**config.mk**
```make
export PLATFORM = sky130hd
export DESIGN_NAME = sync_pulse_router
export DESIGN_NICKNAME = d
export VERILOG_FILES = /design/src/rtl/syncdist_pkg.sv /design/src/rtl/pin_sync_edge.sv /design/src/rtl/chan_sync_ctrl.sv /design/src/rtl/sync_pulse_router.sv
export SDC_FILE = /design/constraint.sdc
export NUM_CORES = 1
export LEC_CHECK = 0
export BUFFER_PORTS_ARGS = -buffer_cell sky130_fd_sc_hd__buf_4
export CORE_UTILIZATION = 55
export CTS_CLUSTER_SIZE = 28
export DETAILED_ROUTE_END_ITERATION = 6
export PLACE_DENSITY_LB_ADDON = 0.05
export SLEW_MARGIN = 25
export SYNTH_ARGS = -nofsm -noshare
export SYNTH_HDL_FRONTEND = slang
export SYNTH_SLANG_ARGS = --single-unit
```
**constraint.sdc**
```tcl
create_clock -name clk -period 1.56 [get_ports clk]
set_clock_uncertainty 0.1 [all_clocks]
set_input_delay 0.39 -clock clk [delete_from_list [all_inputs] [get_ports clk]]
set_output_delay 0.39 -clock clk [all_outputs]
set_load 0.02 [all_outputs]
```
**src/rtl/syncdist_pkg.sv**
```systemverilog
package syncdist_pkg;

    // Per-channel action flags; en sits in the least significant position.
    typedef struct packed {
        logic first;
        logic hop;
        logic start;
        logic en;
    } sync_flags_t;

    localparam int FLAG_W = $bits(sync_flags_t);

endpackage

```
**src/rtl/pin_sync_edge.sv**
```systemverilog
module pin_sync_edge #(
    parameter int STAGES = 2
) (
    input  logic clk,
    input  logic rst_n,
    input  logic pin,
    output logic rise
);

    typedef struct packed {
        logic [STAGES-1:0] sh;
        logic              prev;
    } state_t;

    state_t state_d, state_q;

    always_comb begin
        state_d      = state_q;
        state_d.sh   = {state_q.sh[STAGES-2:0], pin};
        state_d.prev = state_q.sh[STAGES-1];
    end

    always_ff @(posedge clk or negedge rst_n) begin
        if (!rst_n) state_q <= '0;
        else        state_q <= state_d;
    end

    assign rise = state_q.sh[STAGES-1] & ~state_q.prev;

endmodule

```
**src/rtl/chan_sync_ctrl.sv**
```systemverilog
module chan_sync_ctrl
    import syncdist_pkg::*;
#(
    parameter int NUM_PINS = 4,
    parameter int CH_IDX   = 0,
    localparam int SEL_W   = $clog2(NUM_PINS),
    localparam int CW      = SEL_W + FLAG_W
) (
    input  logic                clk,
    input  logic                rst_n,
    input  logic [NUM_PINS-1:0] pin_rise,
    input  logic                loc_we,
    input  logic [CW-1:0]       loc_wdata,
    input  logic                glob_we,
    input  sync_flags_t         glob_flags,
    output logic                start_stb,
    output logic                hop_stb
);

    localparam logic [SEL_W-1:0] SEL_RST = SEL_W'(CH_IDX % NUM_PINS);

    typedef struct packed {
        logic [SEL_W-1:0] sel;
        sync_flags_t      flags;
        logic             seen;
        logic             start;
        logic             hop;
    } state_t;

    state_t state_d, state_q;
    logic   picked;
    logic   fire;

    always_comb begin
        picked = 1'b0;
        if ({1'b0, state_q.sel} < (SEL_W+1)'(NUM_PINS))
            picked = pin_rise[state_q.sel];
        fire = picked & state_q.flags.en & ~(state_q.flags.first & state_q.seen);

        state_d       = state_q;
        state_d.start = fire & state_q.flags.start;
        state_d.hop   = fire & state_q.flags.hop;
        if (fire) state_d.seen = 1'b1;

        if (loc_we) begin
            state_d.sel   = loc_wdata[SEL_W-1:0];
            state_d.flags = sync_flags_t'(loc_wdata[SEL_W +: FLAG_W]);
            state_d.seen  = 1'b0;
        end else if (glob_we) begin
            state_d.flags = glob_flags;
            state_d.seen  = 1'b0;
        end
    end

    always_ff @(posedge clk or negedge rst_n) begin
        if (!rst_n) begin
            state_q     <= '0;
            state_q.sel <= SEL_RST;
        end else begin
            state_q <= state_d;
        end
    end

    assign start_stb = state_q.start;
    assign hop_stb   = state_q.hop;

endmodule

```
**src/rtl/sync_pulse_router.sv**
```systemverilog
module sync_pulse_router
    import syncdist_pkg::*;
#(
    parameter int NUM_PINS    = 4,
    parameter int NUM_CH      = 4,
    parameter int SYNC_STAGES = 2,
    localparam int SEL_W      = $clog2(NUM_PINS),
    localparam int CW         = SEL_W + FLAG_W,
    localparam int GW         = NUM_CH + FLAG_W,
    localparam int CH_AW      = (NUM_CH > 1) ? $clog2(NUM_CH) : 1
) (
    input  logic                clk,
    input  logic                rst_n,
    input  logic [NUM_PINS-1:0] sync_pins,
    input  logic                glob_we,
    input  logic [GW-1:0]       glob_wdata,
    output logic [GW-1:0]       glob_rdata,
    input  logic                ch_we,
    input  logic [CH_AW-1:0]    ch_wsel,
    input  logic [CW-1:0]       ch_wdata,
    output logic [NUM_CH-1:0]   start_strobe,
    output logic [NUM_CH-1:0]   hop_strobe
);

    localparam int START_BIT = NUM_CH;
    localparam int HOP_BIT   = NUM_CH + 1;
    localparam int FIRST_BIT = NUM_CH + 2;

    typedef struct packed {
        logic [GW-2:0] ctrl;
    } state_t;

    state_t state_d, state_q;

    always_comb begin
        state_d = state_q;
        if (glob_we) state_d.ctrl = glob_wdata[GW-2:0];
    end

    always_ff @(posedge clk or negedge rst_n) begin
        if (!rst_n) state_q <= '0;
        else        state_q <= state_d;
    end

    assign glob_rdata = {1'b0, state_q.ctrl};

    logic [NUM_PINS-1:0] pin_rise;

    for (genvar p = 0; p < NUM_PINS; p++) begin : g_pin
        pin_sync_edge #(.STAGES(SYNC_STAGES)) u_edge (
            .clk  (clk),
            .rst_n(rst_n),
            .pin  (sync_pins[p]),
            .rise (pin_rise[p])
        );
    end

    for (genvar c = 0; c < NUM_CH; c++) begin : g_ch
        sync_flags_t gflags;
        logic        sel_hit;

        always_comb begin
            gflags.en    = glob_wdata[c];
            gflags.start = glob_wdata[START_BIT];
            gflags.hop   = glob_wdata[HOP_BIT];
            gflags.first = glob_wdata[FIRST_BIT];
            sel_hit      = ch_we && (ch_wsel == CH_AW'(c));
        end

        chan_sync_ctrl #(.NUM_PINS(NUM_PINS), .CH_IDX(c)) u_ch (
            .clk       (clk),
            .rst_n     (rst_n),
            .pin_rise  (pin_rise),
            .loc_we    (sel_hit),
            .loc_wdata (ch_wdata),
            .glob_we   (glob_we),
            .glob_flags(gflags),
            .start_stb (start_strobe[c]),
            .hop_stb   (hop_strobe[c])
        );
    end

endmodule

```
==> impl_metrics.ini <==
[placed_design]
detailedPlacementHpwl_mm = 3.11
place_congestion = 0.818
count_of_input_and_output_buffers = 37

[synth]
dominantRegCellSynth = sky130_fd_sc_hd__dfrtp_1
seq_area_frac_synth_pct = 59.9
synth_nets = 210
synthAdderAreaFrac_pct = 0
yosys.cell_types.count = 28
synthXorXnorAreaFrac_pct = 0
post_synthesis_mux_area_share_pct = 17.2
synth.ff_latch_count = 55
ys_async_sr_fraction_pct = 100
synth-edff-count = 0
synth_top_family_by_area = multiplexers
synth_compound_gate_area_share_pct = 5.86
yosys_warnings = 0
yosys.area_share.simple_pct = 12.1
syn-cell-area_sq_um = 2310
mean_syn_cell_area_sq_um = 12.4
syn_inst = 186

[power]
power.share.combinational_pct = 16.0
max-vdd-ir-drop_uv = 767
pwr_density_cell_nw_per_um2 = 1150
total_power_w = 0.00312
power.switching_fraction_pct = 25.3
power.clock.fraction_pct = 29.8
internal-power_w = 0.00233
power.net_switching_w = 0.000789
power_leakage_nw = 1.25
pwr-share-seq_pct = 54.2

[grt]
residual_overflow_from_global_routing = 0
first_global_vias = 1368
antenna_found_initial = 0
pin_count_of_the_biggest_net_entering_global_routing = 56
grt_use_total_pct = 21.2
grt_pass1_wl_mm = 6.73

[critical_path]
cp_top_family = multiplexers
cpMaxStageDelayCell = sky130_fd_sc_hd__mux4_2
worstSetupPathDepth = 3
worst-path-max-fanout = 3
cp-end-kind = flop
crit_path_cell_trace = nand2b_1 -> mux4_2 -> o21ai_1
critical-path-max-stage-delay_ns = 0.52
worstSetupStartpointType = flop
worst_ep_required_time_ns = 1.68
critPathArrivalTime_ns = 1.55
timing_worst_setup_path_type = reg2reg
reg2regPathDepth = 3
critPathBufInv = 0

[drt]
drt_first_iter_violations = 109
routed-via-count = 1473
routed_wl_per_cell_microns = 15.3
avg_vias_per_cell = 5.42
detail-route-antenna-nets = 0
number_of_remaining_drc_errors = 0
totalWireLength_mm = 4.17
dr.pass1.iters = 4

[die]
core.rowCount = 23
floorplan.initialDensity_pct = 57.7
die-width_microns = 66.8
core_region_area_sq_um = 4000
fp.dieH_microns = 66.8
floorplan.io_pins = 40
fp.dieArea_sq_um = 4460

[flow_run]
drv.max_cap_violation_count = 0

[worst_hold_path]
min_path_type = in2reg
hold_path_depth = 1

[clock_network]
clock_insertion_delay_worst_skew_ns = 0.30
post_cts_buffers = 0
numCtsBuffers = 5
clk_pin_slew_ns = 0.09
cts.sink_count = 55
ctsHtreeMaxLevel = 2
cts_tree = done
buffer_depth_of_the_longest_clock_path = 2
cts-root-buf = sky130_fd_sc_hd__clkbuf_8

[cells_and_area]
flow.area_growth_from_synthesis_pct = 18.0
number_of_diodes = 0
num-nets-final = 245
fill_cells = 299
layout-drive-gt1-share_pct = 33.3

[timing]
maxSlewViolCount = 0
final_setup_violation_count = 0
report.final.hold_viol_count = 0
fin_crit_sh_pct = 91.3
final_period_minus_worst_setup_slack_ns = 1.42
rsz0062_at_grt = false
fmax_ghz = 0.702
setup_total_negative_slack_ns = 0

[run_status]
status = finished clean
-- cells in the final DEF, fill, tap and decap left out, types with 3 or more instances in the layout --
cell,count
sky130_fd_sc_hd__mux2i_1,16
sky130_fd_sc_hd__dfstp_2,4
sky130_fd_sc_hd__nand3_1,10
sky130_fd_sc_hd__mux4_2,3
sky130_fd_sc_hd__nand2b_1,4
sky130_fd_sc_hd__dfrtp_1,51
sky130_fd_sc_hd__clkbuf_8,5
sky130_fd_sc_hd__inv_1,3
sky130_fd_sc_hd__mux2_2,15
sky130_fd_sc_hd__nand2_1,14
sky130_fd_sc_hd__buf_4,41
sky130_fd_sc_hd__a21oi_1,8
sky130_fd_sc_hd__nor2_1,14
sky130_fd_sc_hd__o21ai_1,3
sky130_fd_sc_hd__o21ai_0,8
-- routing by layer --
layer | up-vias | wire length (microns) | GRT usage [%] | share of wire [%]
met3 | 2 | 207 | 5.14 | 5.0
met4 | 0 | 17 | 4.79 | 0.41
met5 | - | 0 | 0 | 0
li1 | 703 | - | - | -
met1 | 725 | 1780 | 27.4 | 43
met2 | 43 | 2160 | 35.9 | 52
-- synth_stat cells (all sizes together) (3+ instances only) --
cell type  number  area share [%]
nand2b          4             1.1
a21oi           8             1.7
inv             3            0.49
o21ai          11             2.4
nor2           14             2.3
mux2i          16             6.9
mux4            3             2.9
nand3          10             2.2
mux2           15             7.3
dfrtp          51              55
nand2          14             2.3
buf            15             4.3
dfstp           4             4.6
-- final timing paths --
kind	slack [ns]	from	end
min	0.09	sync_pins[0]	g_pin[0].u_edge.state_d[2]
max reg2reg	0.14	g_pin[1].u_edge.state_q[0]	g_ch[0].u_ch.state_q[2]
max	0.14	g_pin[1].u_edge.state_q[0]	g_ch[0].u_ch.state_q[2]
min in group asynchronous	0.50	rst_n	g_ch[1].u_ch.state_q[2]
min reg2reg	0.26	g_pin[1].u_edge.state_d[2]	g_pin[1].u_edge.state_d[0]
max in group asynchronous	0.58	rst_n	g_ch[3].u_ch.state_q[8]
-- repair_timing --
item                                   4_1_cts  5_1_grt
hold buffers                                 1        0
resized for setup                            0        0
endpoints found under the hold margin       51        0
-- sequential cells by signal, summed over array words and instances, names as in the netlist --
name,flops
g_ch.u_ch.hop_stb,4
g_ch.u_ch.start_stb,4
g_ch.u_ch.state_q,28
g_pin.u_edge.state_d,8
g_pin.u_edge.state_q,4
state_q,7
-- cell type report --
type	count	area, sq um	area share, %
Inverter	3	11.3	0.414
Timing Repair Buffer	43	338	12.4
Sequential cell	55	1380	50.7
Multi-Input combinational cell	113	815	29.9
Tap cell	50	62.6	2.30
Clock buffer	5	68.8	2.53
Clock inverter	3	46.3	1.70
-- metrics by stage --
step | utilization [%] | hold slack, ns | area, sq um | worst slack [ns] | std cells
global route | 68.1 | 0.0645 | 2720 | 0.0117 | 272
CTS | 68.1 | 0.0754 | 2720 | 0.120 | 272
finish | 68.1 | 0.0896 | 2720 | 0.136 | 272
floorplan | - | -0.00559 | 2310 | 0.215 | 186
detailed placement | 64.9 | 0.237 | 2600 | 0.128 | 263
global placement | 64.9 | 0.233 | 2600 | 0.164 | 263
-- worst reg2reg max path, cell delays in order (launching register included) --
cell and delay (ns):
sky130_fd_sc_hd__dfrtp_1 0.39, sky130_fd_sc_hd__nand2b_1 0.18, sky130_fd_sc_hd__mux4_2 0.52, sky130_fd_sc_hd__o21ai_1 0.16
-- cell families (layout without fill, tap and decap cells) --
kind of cell / after synthesis / count (layout)
buffers and inverters: 18 / 54
muxes: 34 / 34
other: 1 / 1
and+or+nand+nor: 54 / 54
AOI/OAI and AO/OA: 24 / 24
DFF: 55 / 55
-- power groups by stage --
stage,clock network (W),logic (W),registers [W]
after floorplan,0,0.000306,0.00171
after global placement,0,0.000484,0.00171
after detailed placement,0,0.000505,0.00172
after CTS,0.000958,0.000508,0.00169
after global routing,0.00102,0.000551,0.00171
final,0.000928,0.000501,0.00169
Note: power is estimated with default switching activity, not from simulation.
